===== src/rtl/pp_seq_pkg.sv =====
package pp_seq_pkg;

    localparam int PAT_LEN    = 13;
    localparam int CFG_REGS   = 4;
    localparam int ATTACH_LEN = 2 * PAT_LEN + 3 + 4 * CFG_REGS;
    localparam int DETACH_LEN = PAT_LEN + 1;
    localparam int IDX_W      = $clog2(ATTACH_LEN);

    localparam logic       OP_DETACH    = 1'b1;
    localparam logic [7:0] SEL_INIT     = 8'h00;
    localparam logic [7:0] SEL_ATTACH   = 8'hE0;
    localparam logic [7:0] SEL_DETACH   = 8'h30;
    localparam logic [7:0] MASK_WIDE    = 8'hB8;
    localparam logic [7:0] MASK_NARROW  = 8'h38;
    localparam logic [7:0] WANT_S1      = 8'hB8;
    localparam logic [7:0] WANT_S2      = 8'h18;
    localparam logic [7:0] WANT_S3_ATT  = 8'h30;
    localparam logic [7:0] WANT_S3_DET  = 8'h38;
    localparam logic [7:0] ALT_CTRL_FLIP = 8'h8B;
    localparam logic [7:0] LED_OFF_CTRL = 8'h8C;
    localparam logic [7:0] REG_SEL_BASE = 8'h60;

    typedef enum logic [1:0] {TAP_NONE, TAP_S1, TAP_S2, TAP_S3} tap_e;

    typedef struct packed {
        logic       to_ctrl;
        logic [7:0] val;
        tap_e       tap;
    } step_t;

    function automatic step_t mk_step(input logic c, input logic [7:0] v, input tap_e t);
        step_t s;
        s.to_ctrl = c;
        s.val     = v;
        s.tap     = t;
        return s;
    endfunction

    // One handshake pass; k counts from 0 to PAT_LEN-1
    function automatic step_t pat_step(input logic [IDX_W-1:0] k, input logic [7:0] sel);
        case (k)
            6'd0:    return mk_step(1'b1, 8'h04, TAP_NONE);
            6'd1:    return mk_step(1'b0, 8'h22, TAP_NONE);
            6'd2:    return mk_step(1'b0, 8'hAA, TAP_NONE);
            6'd3:    return mk_step(1'b0, 8'h55, TAP_NONE);
            6'd4:    return mk_step(1'b0, 8'h00, TAP_NONE);
            6'd5:    return mk_step(1'b0, 8'hFF, TAP_S1);
            6'd6:    return mk_step(1'b0, 8'h87, TAP_S2);
            6'd7:    return mk_step(1'b0, 8'h78, TAP_S3);
            6'd8:    return mk_step(1'b0, sel,   TAP_NONE);
            6'd9:    return mk_step(1'b1, 8'h04, TAP_NONE);
            6'd10:   return mk_step(1'b1, 8'h05, TAP_NONE);
            6'd11:   return mk_step(1'b1, 8'h04, TAP_NONE);
            default: return mk_step(1'b0, 8'hFF, TAP_NONE);
        endcase
    endfunction

    function automatic logic [7:0] cfg_addr(input logic [IDX_W-1:0] k);
        case (k)
            6'd0:    return 8'h08;
            6'd1:    return 8'h0C;
            6'd2:    return 8'h0A;
            default: return 8'h12;
        endcase
    endfunction

    function automatic logic [7:0] cfg_val(input logic [IDX_W-1:0] k);
        case (k)
            6'd0:    return 8'h10;
            6'd1:    return 8'h14;
            6'd2:    return 8'h38;
            default: return 8'h10;
        endcase
    endfunction

    function automatic step_t step_at(input logic op, input logic [IDX_W-1:0] idx);
        logic [IDX_W-1:0] j;
        logic [IDX_W-1:0] k;
        if (op == OP_DETACH) begin
            if (idx < IDX_W'(PAT_LEN)) return pat_step(idx, SEL_DETACH);
            return mk_step(1'b1, LED_OFF_CTRL, TAP_NONE);
        end
        if (idx < IDX_W'(PAT_LEN))     return pat_step(idx, SEL_INIT);
        if (idx < IDX_W'(2 * PAT_LEN)) return pat_step(idx - IDX_W'(PAT_LEN), SEL_ATTACH);
        if (idx == IDX_W'(2 * PAT_LEN))     return mk_step(1'b0, 8'h00, TAP_NONE);
        if (idx == IDX_W'(2 * PAT_LEN + 1)) return mk_step(1'b1, 8'h01, TAP_NONE);
        if (idx == IDX_W'(2 * PAT_LEN + 2)) return mk_step(1'b1, 8'h04, TAP_NONE);
        j = idx - IDX_W'(2 * PAT_LEN + 3);
        k = j / IDX_W'(4);
        case (j % IDX_W'(4))
            6'd0:    return mk_step(1'b0, REG_SEL_BASE + cfg_addr(k), TAP_NONE);
            6'd1:    return mk_step(1'b1, 8'h01, TAP_NONE);
            6'd2:    return mk_step(1'b0, cfg_val(k), TAP_NONE);
            default: return mk_step(1'b1, 8'h04, TAP_NONE);
        endcase
    endfunction

    function automatic logic [7:0] tap_mask(input tap_e t);
        return (t == TAP_S3) ? MASK_NARROW : MASK_WIDE;
    endfunction

    function automatic logic [7:0] map_status(input logic alt, input logic [4:0] ln);
        if (alt) return {~ln[1], ln[0], ln[2], ln[3], ln[4], 3'b000};
        return {ln, 3'b000};
    endfunction

endpackage


===== src/rtl/pp_step_rom.sv =====
module pp_step_rom
    import pp_seq_pkg::*;
(
    input  logic             op,
    input  logic [IDX_W-1:0] idx,
    output step_t            step,
    output logic             last
);
    always_comb begin
        step = step_at(op, idx);
        if (op == OP_DETACH) last = (idx == IDX_W'(DETACH_LEN - 1));
        else                 last = (idx == IDX_W'(ATTACH_LEN - 1));
    end
endmodule


===== src/rtl/pp_hold_timer.sv =====
module pp_hold_timer #(
    parameter int HOLD_W = 8
) (
    input  logic              clk,
    input  logic              rst,
    input  logic              run,
    input  logic [HOLD_W-1:0] hold,
    output logic              apply,
    output logic              win_end
);
    logic [HOLD_W-1:0] cnt_q;
    logic [HOLD_W-1:0] hold_eff;

    always_comb begin
        hold_eff = (hold == '0) ? HOLD_W'(1) : hold;
        apply    = run && (cnt_q == '0);
        win_end  = run && (cnt_q >= hold_eff);
    end

    always_ff @(posedge clk) begin
        if (rst || !run || win_end) cnt_q <= '0;
        else                        cnt_q <= cnt_q + HOLD_W'(1);
    end
endmodule


===== src/rtl/pp_status_map.sv =====
module pp_status_map
    import pp_seq_pkg::*;
(
    input  logic       alt,
    input  logic [4:0] lines,
    output logic [7:0] std_byte
);
    always_comb std_byte = map_status(alt, lines);
endmodule


===== src/rtl/pp_attach_seq.sv =====
module pp_attach_seq
    import pp_seq_pkg::*;
#(
    parameter int HOLD_W = 8
) (
    input  logic              clk,
    input  logic              rst,
    input  logic              go,
    input  logic              op,
    input  logic              alt_mode,
    input  logic [HOLD_W-1:0] hold_cycles,
    input  logic [4:0]        pp_status,
    output logic [7:0]        pp_data,
    output logic [7:0]        pp_ctrl,
    output logic              busy,
    output logic              done,
    output logic              mismatch,
    output logic [7:0]        samp1,
    output logic [7:0]        samp2,
    output logic [7:0]        samp3
);
    typedef enum logic {ST_IDLE, ST_RUN} st_e;

    st_e              st_q;
    logic             op_q;
    logic [IDX_W-1:0] idx_q;
    logic [7:0]       data_q, ctrl_q, s1_q, s2_q, s3_q;
    logic             done_q, mis_q;

    step_t            cur;
    logic             cur_last, apply, win_end, running;
    logic [7:0]       std_stat, tapped, want_s3;

    assign running = (st_q == ST_RUN);

    pp_step_rom u_rom (
        .op   (op_q),
        .idx  (idx_q),
        .step (cur),
        .last (cur_last)
    );

    pp_hold_timer #(.HOLD_W(HOLD_W)) u_tmr (
        .clk     (clk),
        .rst     (rst),
        .run     (running),
        .hold    (hold_cycles),
        .apply   (apply),
        .win_end (win_end)
    );

    pp_status_map u_map (
        .alt      (alt_mode),
        .lines    (pp_status),
        .std_byte (std_stat)
    );

    always_comb begin
        tapped  = std_stat & tap_mask(cur.tap);
        want_s3 = (op_q == OP_DETACH) ? WANT_S3_DET : WANT_S3_ATT;
    end

    always_ff @(posedge clk) begin
        if (rst) begin
            st_q   <= ST_IDLE;
            op_q   <= 1'b0;
            idx_q  <= '0;
            data_q <= 8'h00;
            ctrl_q <= 8'h00;
            s1_q   <= 8'h00;
            s2_q   <= 8'h00;
            s3_q   <= 8'h00;
            done_q <= 1'b0;
            mis_q  <= 1'b0;
        end else begin
            done_q <= 1'b0;
            case (st_q)
                ST_IDLE: begin
                    if (go) begin
                        st_q  <= ST_RUN;
                        op_q  <= op;
                        idx_q <= '0;
                        mis_q <= 1'b0;
                    end
                end
                default: begin
                    if (apply) begin
                        if (cur.to_ctrl) ctrl_q <= cur.val;
                        else             data_q <= cur.val;
                    end
                    if (win_end) begin
                        case (cur.tap)
                            TAP_S1:  s1_q <= tapped;
                            TAP_S2:  s2_q <= tapped;
                            TAP_S3:  s3_q <= tapped;
                            default: ;
                        endcase
                        if (cur_last) begin
                            st_q   <= ST_IDLE;
                            done_q <= 1'b1;
                            mis_q  <= (s1_q != WANT_S1) || (s2_q != WANT_S2) ||
                                      (s3_q != want_s3);
                        end else begin
                            idx_q <= idx_q + IDX_W'(1);
                        end
                    end
                end
            endcase
        end
    end

    assign pp_data  = data_q;
    assign pp_ctrl  = ctrl_q ^ (alt_mode ? ALT_CTRL_FLIP : 8'h00);
    assign busy     = running;
    assign done     = done_q;
    assign mismatch = mis_q;
    assign samp1    = s1_q;
    assign samp2    = s2_q;
    assign samp3    = s3_q;
endmodule


===== config.mk =====
export PLATFORM = sky130hd
export DESIGN_NAME = pp_attach_seq
export DESIGN_NICKNAME = d
export VERILOG_FILES = /design/src/rtl/pp_seq_pkg.sv /design/src/rtl/pp_step_rom.sv /design/src/rtl/pp_hold_timer.sv /design/src/rtl/pp_status_map.sv /design/src/rtl/pp_attach_seq.sv
export SDC_FILE = /design/constraint.sdc
export NUM_CORES = 1
export LEC_CHECK = 0
export ABC_AREA = 0
export BUFFER_PORTS_ARGS = -buffer_cell sky130_fd_sc_hd__buf_2
export CORE_MARGIN = 2
export CORE_UTILIZATION = 52
export DETAILED_ROUTE_END_ITERATION = 16
export PLACE_DENSITY = 0.86
export SLEW_MARGIN = 30
export SYNTH_ARGS = -nofsm -noshare
export SYNTH_HDL_FRONTEND = slang
export SYNTH_SLANG_ARGS = --single-unit

===== constraint.sdc =====
create_clock -name clk -period 2.6 [get_ports clk]
set_input_delay 0.13 -clock clk [delete_from_list [all_inputs] [get_ports clk]]
set_output_delay 0.13 -clock clk [all_outputs]
set_load 0.02 [all_outputs]

# Yosys cells after proc, flatten, opt, wreduce, memory -nomap -nowiden
# Memories as Yosys holds them, arrays and structs flattened. A register that Yosys moved wholly into a read port is not among the register bits.
# Index checks and enable logic that the tools add are counted.
# word_totals
output_inout_bits,43
romBits,528
mem_count,3
in_bits,18
register_bits,58
wordCells,144
# mem_list
memory,depth,word_bits,read_ports,rd_ports_with_merged_regs,wr,line_no,source
(no name shown),16,11,1,1,0,pp_seq_pkg.sv:41,case (k)
(no name shown),16,11,1,1,0,pp_seq_pkg.sv:41,
(no name shown),16,11,1,0,0,pp_seq_pkg.sv:41,
# classes
n_eq_ne,18
n_lt_le_gt_ge,3
reduce_logical,23
muxes,75
add_sub_neg,5
bitwise_logic,6
# ops
op,count
11-bit 2-to-1 mux,18
8-bit 2-to-1 mux,12
1-bit 2-to-1 mux,33
11-bit one-hot mux with 3 select lines,1
6-bit 2-to-1 mux,4
3-bit AND reduction,7
4-bit 2-to-1 mux,5
"6-bit by 5-bit equality test with 1-bit output, second input constant",3
8-bit zero test,2
5-bit one-hot mux with 3 select lines,1
6-bit zero test,2
6-bit one-hot mux with 2 select lines,1
"7-bit by 8-bit adder with 8-bit output, first input constant",1
"8-bit by 1-bit adder with 8-bit output, second input constant",1
8-bit bitwise AND,1
8-bit greater-or-equal comparator,1
"8-bit by 5-bit != test with 1-bit output, second input constant",1
8-bit by 6-bit != test with 1-bit output,1
"8-bit != test, second input constant",1
8-bit bitwise XOR,1
"6-bit by 1-bit adder with 6-bit output, second input constant",1
"2-bit equality test, second input constant",3
"6-bit by 4-bit equality test with 1-bit output, second input constant",1
"6-bit equality test, second input constant",1
17 further kinds,27

# Longest topological paths before layout
# Gate-level depths: netlist of the first run.
# logic_depth
ltp_word,34
depth_mapped,14
depth_no_buf,14

# Modules after synthesis
# From an unflattened synthesis of the first run, not the netlist that was laid out.
# hier_totals
cells_unflattened,404
area_unflattened_um2,3340.7
# modules_own_cells
module,instances,seq_area_each_um2,area_per_inst_um2,cells_per_inst
pp_attach_seq,1,760.7,1640.3,167
pp_step_rom,1,0.0,1034.7,160
pp_hold_timer,1,160.2,589.3,67
pp_status_map,1,0.0,76.3,10

# Worst setup path before layout of the first run
# OpenSTA, ideal clock, no wires.
# synth_timing
path_type,register to register
from,reg idx_q[0]
to,reg s1_q[3] (netlist: samp1[3])
synth_period_minus_slack_ns,2.683
t_required_ns,2.472
stages_incl_launch_ff,13
setup_time_ns,0.128
path_buffers,4
arrival_ns,2.556
slack_ns,-0.083
cell_sequence,dfxtp_1 > buf_2 > inv_1 > ha_1 > buf_2 > and3b_2 > nor3_2 > buf_6 > o41a_1 > or3_1 > buf_2 > mux2i_1 > nor2_1
# synth_between
elab_chain_len,19
word_cells_on_any_way,46
# synth_rtl
element,line_no,source
start: declaration,pp_attach_seq.sv:26,logic [IDX_W-1:0] idx_q;
start signal: assignment,pp_attach_seq.sv:104,idx_q <= idx_q + IDX_W'(1);
6-bit by 4-bit < comparator with 1-bit output,"pp_seq_pkg.sv:80, pp_seq_pkg.sv:83",
1-bit 2-to-1 mux,"pp_seq_pkg.sv:80, pp_seq_pkg.sv:83",
1-bit 2-to-1 mux,pp_seq_pkg.sv:79,if (op == OP_DETACH) begin
11-bit 2-to-1 mux,pp_seq_pkg.sv:81,"return mk_step(1'b1, LED_OFF_CTRL, TAP_NONE);"
11-bit 2-to-1 mux,pp_seq_pkg.sv:79,
11-bit 2-to-1 mux (2 in series),pp_seq_pkg.sv:83,"if (idx < IDX_W'(PAT_LEN)) return pat_step(idx, SEL_INIT);"
11-bit 2-to-1 mux,pp_seq_pkg.sv:84,"if (idx < IDX_W'(2 * PAT_LEN)) return pat_step(idx - IDX_W'(PAT_LEN), SEL_ATTACH);"
11-bit 2-to-1 mux,pp_seq_pkg.sv:85,"if (idx == IDX_W'(2 * PAT_LEN)) return mk_step(1'b0, 8'h00, TAP_NONE);"
[... 2 more ...],n/a,
11-bit 2-to-1 mux,pp_seq_pkg.sv:88,j = idx - IDX_W'(2 * PAT_LEN + 3);
11-bit 2-to-1 mux,pp_seq_pkg.sv:87,"if (idx == IDX_W'(2 * PAT_LEN + 2)) return mk_step(1'b1, 8'h04, TAP_NONE);"
11-bit 2-to-1 mux,pp_seq_pkg.sv:86,"if (idx == IDX_W'(2 * PAT_LEN + 1)) return mk_step(1'b1, 8'h01, TAP_NONE);"
11-bit 2-to-1 mux,pp_seq_pkg.sv:85,
11-bit 2-to-1 mux,pp_seq_pkg.sv:84,
11-bit 2-to-1 mux *,pp_seq_pkg.sv:83,
2-bit by 1-bit equality test with 1-bit output *,pp_attach_seq.sv:92,case (cur.tap)
3-bit AND reduction (no source line) *,n/a,
end signal: assignment,pp_attach_seq.sv:93,TAP_S1: s1_q <= tapped;
end: declaration,pp_attach_seq.sv:27,"logic [7:0] data_q, ctrl_q, s1_q, s2_q, s3_q;"
# Mark *: on every way between the ends. The rest lies on a longest branch, timed or not. The select of a mux whose other input is x is not followed.
# A chain may end at the register's enable or synchronous reset.

==> results of run 1 <==
layout make-up:
| class | count | area share |
|---|---|---|
| inverters | 24 | 0.01898 |
| clock inverters | 5 | 0.02636 |
| well taps | 99 | 0.02609 |
| multi-input cells | 358 | 0.5353 |
| repair buffers | 87 | 0.1176 |
| clock buffers | 11 | 0.02978 |
| flip-flops and latches | 58 | 0.2459 |
worst max-delay path, delay by kind of cell (launching register included):
family | cells | cell delay, ps
mux | 1 | 280
flops | 1 | 350
compound gates | 3 | 560
buf+inv | 2 | 240
simple gates | 4 | 450
fa+ha+maj | 2 | 520
power groups by stage:
stage / registers, mW / logic, mW / clock network (mW)
after floorplan: 0.920 / 0.114 / 0
after global placement: 0.922 / 0.136 / 0
after detailed placement: 0.923 / 0.139 / 0
after CTS: 0.903 / 0.144 / 1.14
after global routing: 0.904 / 0.166 / 1.18
final: 0.903 / 0.155 / 1.12
cell families after synthesis:
| family | Yosys count | share of synthesized area |
|---|---|---|
| adder cells (fa/ha/maj) | 20 | 0.06433 |
| XOR/XNOR | 19 | 0.04632 |
| other | 1 | 0.0009640 |
| multiplexers | 35 | 0.09521 |
| AO/OA/AOI/OAI | 94 | 0.1731 |
| flip-flops | 58 | 0.2985 |
| AND/OR/NAND/NOR | 178 | 0.2261 |
| buffers and inverters | 68 | 0.09552 |
path summary, 6_finish.rpt:
kind	to	slack, ps	depth (start not counted)	from
max	flop	70	12	u_tmr.cnt_q[7]$_SDFF_PP0_
min	op_q$_SDFFE_PP0P_	40	3	op
max reg2reg	flop	70	12	u_tmr.cnt_q[7]$_SDFF_PP0_
min reg2reg	samp3[7]$_SDFFE_PP0P_	480	1	samp3[7]$_SDFFE_PP0P_
cell usage after synthesis (7+ instances only):
cell | instances | area, um2
nand2b_1 | 7 | 43.79
xor2_1 | 10 | 87.58
clkbuf_1 | 12 | 45.04
xnor2_1 | 8 | 70.07
nand3_1 | 17 | 85.08
buf_4 | 21 | 157.7
dfxtp_1 | 58 | 1161
ha_1 | 20 | 250.2
nor2_1 | 67 | 251.5
a21o_1 | 7 | 52.55
mux2i_1 | 28 | 280.3
o21ai_0 | 22 | 110.1
nand2_1 | 34 | 127.6
inv_1 | 24 | 90.09
a21oi_1 | 13 | 65.06
routing by layer:
metal	up-vias	global-route usage	wire length, um
li1	1763	-	-
met1	1789	0.3429	4550
met2	208	0.4347	5229
met3	52	0.05676	759
met4	0	0.1192	408
met5	-	0	0
metrics by stage:
step / cells / power [mW]
after floorplan: 484 / 1.034
after global placement: 624 / 1.058
after detailed placement: 624 / 1.062
after CTS: 641 / 2.183
after global routing: 642 / 2.245
final: 642 / 2.183
repair_timing:
item	CTS	global route
gates resized for setup	6	18
setup endpoints to repair	7	17
pin swaps	5	6
buffers inserted	1	1
==> key figures, run 1 <==
Outcome
  • Status: finished, final reports clean

Clock tree
  • Worst-Skew Late Latency: 350 ps
  • Hold Buf Count CTS: 0
  • Clock root buffer master: clkbuf_8
  • CTS Sinks: 58
  • Clock Path Buffers: 2
  • Worst-path clk slew: 70 ps
  • Number of H-tree levels: 3
  • CTS Buf Count: 9
  • CTS tree: built

Synth
  • Syn Inst Count: 473
  • Post-synth cell types: 76
  • Synth Register Bits: 58
  • Prevailing post-synth register cell: dfxtp_1
  • Syn_area_per_cell: 8.224 um2
  • Yosys warns: 0
  • Post-synth EDFFs: 0
  • FFs w/ async S/R, synth: 0
  • Post-Syn Area: 3890 um2
  • Register area share after synthesis: 0.2985

Cells and area
  • FF+latch area: 1167 um2
  • Final net count: 576
  • Leading cell type in the layout, fill and taps excluded: nor2_1
  • Leading cell types in the layout, fill and taps excluded: 66 x nor2_1, 53 x dfxtp_1, 48 x buf_2
  • Fillers: 576
  • Area Growth Syn to Fin: 22.03%
  • Multi-input logic area: 2541 um2
  • Antenna Cells: 0
  • Fin area: 4747 um2
  • Final core utilization: 0.6545
  • Layout cells sized above 1: 0.2689

Power and ir drop
  • P_int: 1.711 mW
  • Combinational Power Share: 0.071
  • Leakage: 2.109 nW
  • Sequential power share: 0.414
  • Power Dens Cells: 459.8 nW/um2
  • VDD IR max: 0.0002623 V
  • Clock power share: 0.515
  • Net Sw Frac: 0.2163
  • Sw Pwr: 0.4722 mW

STA
  • Worst Setup Slack, final: 72.75 ps
  • Minimum clock period: 2527 ps
  • Hold Vio Cnt, Final: 0
  • Final setup vio count: 0
  • Worst hold slack: 37.99 ps
  • F_max: 395.7 MHz
  • Slew @ Worst Pin: 722.3 ps
  • Fin. max-slew vios: 0
  • Period utilization: 0.9720
  • Clock skew: 9.277 ps
  • Headroom to the max-slew limit: 0.5185
  • Setup TNS: 0 ps

Critical path
  • Worst Path Arrival: 2760 ps
  • Worst Setup End Kind: flop
  • Slowest stage delay, CP: 350 ps
  • Startpoint types: flop
  • Worst-path cell chain: ha_1 -> and3_1 -> nand3_1 -> o22ai_4 -> o211a_4 -> mux2i_4 -> nor2_4 -> buf_4 -> ha_1 -> inv_1 -> nor2_1 -> o32a_1
  • CP Max Fanout: 3
  • Critical-path top delay cell: dfxtp_1
  • Critical Path RT: 2830 ps
  • Setup Crit Path Kind: flop to flop
  • Top cell by count, worst path: ha_1

Job
  • Maxcap violations: 0

Die
  • Core Area: 7253 um2
  • FP Rows: 31
  • Die Span X: 90.49 um
  • Top Ports: 61
  • Initial core utilization: 0.5363
  • Die height: 90.49 um
  • Die ar.: 8188 um2

Placed design
  • Placed inst area: 4332 um2
  • Post-place setup slack: -312.8 ps
  • Detailed placement HPWL: 8.003 mm
  • Port Buffer Count: 48
  • RePlAce Congestion: 1.035

Global routing
  • Global-route wire length before repair: 17.83 mm
  • GRT Util Overall: 0.2682
  • Largest net degree at the start of global routing: 39
  • Total grt overflow: 0
  • Antenna violations before repair: 0
  • Vias in the first global route: 3662

Route
  • Overall via count from detail_route: 3812
  • Vias per Instance: 5.938
  • DR iter-0 viols: 401
  • Drc violations: 0
  • WL final: 10.95 mm
  • WL per Instance: 17.05 um
  • Antenna Nets Post-Route: 0
  • Pre-Repair DR Iteration Count: 5

Min path
  • Hold Crit Class: input port to flop
No activity file was read; power rests on OpenSTA's default activity.
==> run 2: changes to the inputs <==
--- a/config.mk
+++ b/config.mk
@@ -5,13 +5,12 @@
 export SDC_FILE = /design/constraint.sdc
 export NUM_CORES = 1
 export LEC_CHECK = 0
-export ABC_AREA = 0
+export ABC_AREA = 1
 export BUFFER_PORTS_ARGS = -buffer_cell sky130_fd_sc_hd__buf_2
 export CORE_MARGIN = 2
 export CORE_UTILIZATION = 52
 export DETAILED_ROUTE_END_ITERATION = 16
 export PLACE_DENSITY = 0.86
-export SLEW_MARGIN = 30
 export SYNTH_ARGS = -nofsm -noshare
 export SYNTH_HDL_FRONTEND = slang
 export SYNTH_SLANG_ARGS = --single-unit
==> key figures, run 2 <==
Global routing
  • Vias in the first global route: 3489 (was 3662)
  • Antenna violations before repair: 0 (unchanged)
  • Global-route wire length before repair: 16.13 mm (was 17.83 mm)
  • GRT Util Overall: 0.2430 (was 0.2682)
  • Total grt overflow: 0 (unchanged)
  • Largest net degree at the start of global routing: 25 (was 39)

STA
  • F_max: 420.1 MHz (was 395.7 MHz)
  • RSZ-0062 raised after global routing: false
  • Period utilization: 0.9155 (was 0.9720)
  • Minimum clock period: 2380 ps (was 2527 ps)
  • Final setup vio count: 0 (unchanged)
  • Worst Setup Slack, final: 219.6 ps (was 72.75 ps)
  • Setup TNS: 0 ps (unchanged)
  • Clock skew: 9.724 ps (was 9.277 ps)
  • Hold Vio Cnt, Final: 0 (unchanged)
  • Fin. max-slew vios: 0 (unchanged)

Route
  • Met3 WL: 520 um (was 759 um)
  • Pre-Repair DR Iteration Count: 5 (unchanged)
  • DRT met1 WL: 4.102 mm (was 4.550 mm)
  • Vias per Instance: 5.102 (was 5.938)
  • Met2 wire len: 4.753 mm (was 5.229 mm)
  • Drc violations: 0 (unchanged)
  • WL per Instance: 13.20 um (was 17.05 um)
  • Overall via count from detail_route: 3709 (was 3812)
  • Top layer reached by signal wires: met4 (unchanged)
  • WL final: 9.594 mm (was 10.95 mm)
  • Antenna Nets Post-Route: 0 (unchanged)
  • DR iter-0 viols: 286 (was 401)

Cells and area
  • Final net count: 661 (was 576)
  • Area Growth Syn to Fin: 14.58% (was 22.03%)
  • Post-Layout Cell Count: 727 (was 642)
  • Antenna Cells: 0 (unchanged)
  • Leading cell types in the layout, fill and taps excluded: 131 x nand2_1, 72 x nor2_1, 71 x inv_1 (was 66 x nor2_1, 53 x dfxtp_1, 48 x buf_2)
  • Fillers: 642 (was 576)
  • Layout cells sized above 1: 0.2213 (was 0.2689)
  • FF+latch area: 1166 um2 (was 1167 um2)
  • Leading cell type in the layout, fill and taps excluded: nand2_1 (was nor2_1)
  • Multi-input logic area: 2256 um2 (was 2541 um2)

Critical path
  • Critical path's top delay family: simple AND/OR/NAND/NOR gates (was compound AO/OA/AOI/OAI gates)
  • Critical Path RT: 2840 ps (was 2830 ps)
  • Slowest stage delay, CP: 330 ps (was 350 ps)
  • WP buf/inv: 3 (was 2)
  • Worst Setup End Kind: flop (unchanged)
  • Worst R2R Path Depth: 15 (was 12)
  • CP Max Fanout: 5 (was 3)
  • Critical-path top delay cell: dfxtp_1 (unchanged)
  • Reg2Reg Setup Slack: 220 ps (was 70 ps)
  • Top cell by count, worst path: inv_1 (was ha_1)
  • R2R Path Start: u_tmr.cnt_q[7]$_SDFF_PP0_ (unchanged)
  • Worst-path cell chain: ha_1 -> a21o_1 -> nor2_1 -> nand3_1 -> nand2_2 -> nand2_2 -> o22ai_2 -> inv_1 -> nor2_2 -> inv_1 -> ha_1 -> inv_1 -> nand2_1 -> nand3_1 -> nand2_1 (was ha_1 -> and3_1 -> nand3_1 -> o22ai_4 -> o211a_4 -> mux2i_4 -> nor2_4 -> buf_4 -> ha_1 -> inv_1 -> nor2_1 -> o32a_1)
  • Setup Crit Path Kind: flop to flop (unchanged)
  • Worst Path Arrival: 2620 ps (was 2760 ps)
  • Startpoint types: flop (unchanged)

Die
  • Initial core utilization: 0.5354 (was 0.5363)
  • Die height: 90.19 um (was 90.49 um)
  • Core Area: 7214 um2 (was 7253 um2)
  • Die ar.: 8133 um2 (was 8188 um2)
  • Die Span X: 90.19 um (was 90.49 um)
  • Top Ports: 61 (unchanged)
  • FP Rows: 31 (unchanged)

Synth
  • Syn Inst Count: 564 (was 473)
  • Top cells by count, synth: 132 x nand2_1, 74 x nor2_1, 71 x inv_1 (was 67 x nor2_1, 58 x dfxtp_1, 34 x nand2_1)
  • Top-area cell type share of the netlist area: 0.3006 (was 0.2985)
  • Multiplexer share of the synthesized area: 0.005183 (was 0.09521)
  • Main combinational cell family by area after synthesis: simple AND/OR/NAND/NOR gates (unchanged)
  • Synth Area in Adders: 0.06479 (was 0.06433)
  • Synth Area in Compound Gates: 0.08422 (was 0.1730)
  • Count leader, synth: nand2_1 (was nor2_1)
  • Syn_area_per_cell: 6.848 um2 (was 8.224 um2)
  • Area leader, netlist: dfxtp_1 (unchanged)
  • Synth Area in XOR/XNOR: 0.02494 (was 0.04632)
  • Prevailing post-synth register cell: dfxtp_1 (unchanged)
  • Register area share after synthesis: 0.3006 (was 0.2985)
  • Post-synth cell types: 49 (was 76)
  • Post-synth EDFFs: 0 (unchanged)
  • Synth area leaders: dfxtp_1 30%, nand2_1 13%, nor2_1 7.2%, inv_1 6.9%, ha_1 6.5% (was dfxtp_1 30%, mux2i_1 7.2%, nor2_1 6.5%, ha_1 6.4%, buf_4 4.1%)
  • Yosys warns: 0 (unchanged)
  • Share of synthesized cell area in and, or, nand and nor gates: 0.3897 (was 0.2261)
  • Post-Syn Area: 3862 um2 (was 3890 um2)
  • FFs w/ async S/R, synth: 0 (unchanged)
  • Synth Register Bits: 58 (unchanged)

Power and ir drop
  • Leakage: 2.342 nW (was 2.109 nW)
  • VDD IR max: 0.0004496 V (was 0.0002623 V)
  • Power Dens Cells: 441.2 nW/um2 (was 459.8 nW/um2)

Clock tree
  • CTS Buf Count: 9 (unchanged)
  • Worst-path clk slew: 70 ps (about the same)
  • CTS Sinks: 58 (unchanged)
  • Number of H-tree levels: 3 (unchanged)
  • CTS tree: built (unchanged)
  • Hold Buf Count CTS: 0 (unchanged)
  • Worst-Skew Late Latency: 350 ps (about the same)
  • Clock Path Buffers: 2 (unchanged)
  • Clock root buffer master: clkbuf_8 (unchanged)

Min path
  • WHS Path Cells: 3 (unchanged)
  • Hold path endpoint: op_q$_SDFFE_PP0P_ (unchanged)
  • Hold Crit Class: input port to flop (unchanged)
  • Hold_sp: op (unchanged)

Placed design
  • Placed cell count: 710 (was 624)
  • RePlAce Congestion: 1.007 (was 1.035)
  • Port Buffer Count: 48 (unchanged)
  • Post-place setup slack: 7.137 ps (was -312.8 ps)
  • Detailed placement HPWL: 7.151 mm (was 8.003 mm)

Job
  • Maxcap violations: 0 (unchanged)

Outcome
  • Status: finished, final reports clean (unchanged)
[run 2: cell types whose count changed in the layout (fill, tap and decap cells not counted), moves of 8 or more]
| cell | change |
|---|---|
| inv_1 | +48 |
| nand2_4 | +8 |
| buf_4 | -22 |
| nand2_1 | +98 |
| o21ai_1 | +8 |
| nand3_1 | +23 |
| mux2i_1 | -25 |
| nand2_2 | +11 |
| nand4_1 | +10 |
[run 2: layer usage]
metal,up-vias,GRT usage
li1,1872,-
met1,1677,0.2948
met2,139,0.4198
met3,21,0.05616
met4,0,0.08846
met5,-,0
[run 2: metrics by stage]
step / instance area [um2] / total power [mW] / util / hold WS, ps
after floorplan: 3904 / 1.080 / - / 294.9
after global routing: 4425 / 2.035 / 0.6134 / 91.92
after detailed placement: 4194 / 1.112 / 0.5813 / 417.2
final: 4425 / 1.953 / 0.6134 / 62.30
after global placement: 4194 / 1.108 / 0.5813 / 413.3
after CTS: 4399 / 1.961 / 0.6098 / 52.97
[run 2: layout make-up]
class	count	share of cell area
tap	99	0.02799
timing repair buffer	63	0.07973
clock buffer	12	0.03506
inverter	83	0.07266
clock inverter	4	0.01131
multi-input combinational	408	0.5098
sequential	58	0.2635
[run 2: report_power, final]
| part | switching, mW | internal, mW | leakage (nW) | total (mW) |
|---|---|---|---|---|
| sequential | 0.0136 | 0.903 | 0.470 | 0.916 |
| combinational | 0.123 | 0.0591 | 1.77 | 0.182 |
| clock | 0.361 | 0.493 | 0.0986 | 0.854 |
[run 2: cell families (layout without fill, tap and decap cells)]
logic type               after synthesis  count (layout)
other                                  1              12
AO/OA/AOI/OAI                         54              54
buffers and inverters                109             162
AND/OR/NAND/NOR                      309             309
XOR/XNOR                              11              11
multiplexers                           2               2
flip-flops                            58              58
adder cells (fa/ha/maj)               20              20
[run 2: worst register-to-register path, stage by stage (launching register included)]
cell,delay [ps]
dfxtp_1,330
ha_1,310
a21o_1,160
nor2_1,110
nand3_1,130
nand2_2,150
nand2_2,70
o22ai_2,80
inv_1,80
nor2_2,100
inv_1,70
ha_1,300
inv_1,100
nand2_1,90
nand3_1,110
nand2_1,60
[run 2: timing repair]
| item | CTS | global route |
|---|---|---|
| resized for setup | 0 | 7 |
| setup endpoints to repair | 0 | 10 |
| setup buffers | 0 | 1 |
[run 2: worst max path at each step]
stage	from	to	slack [ps]	cells past startpoint
floorplan	idx_q[0]$_SDFFE_PP0P_	flop	110	18
global placement	hold_cycles[6]	flop	130	22
detailed placement	hold_cycles[6]	flop	7	22
CTS	idx_q[0]$_SDFFE_PP0P_	flop	150	17
global route	u_tmr.cnt_q[7]$_SDFF_PP0_	flop	40	15
finish	u_tmr.cnt_q[7]$_SDFF_PP0_	flop	220	15
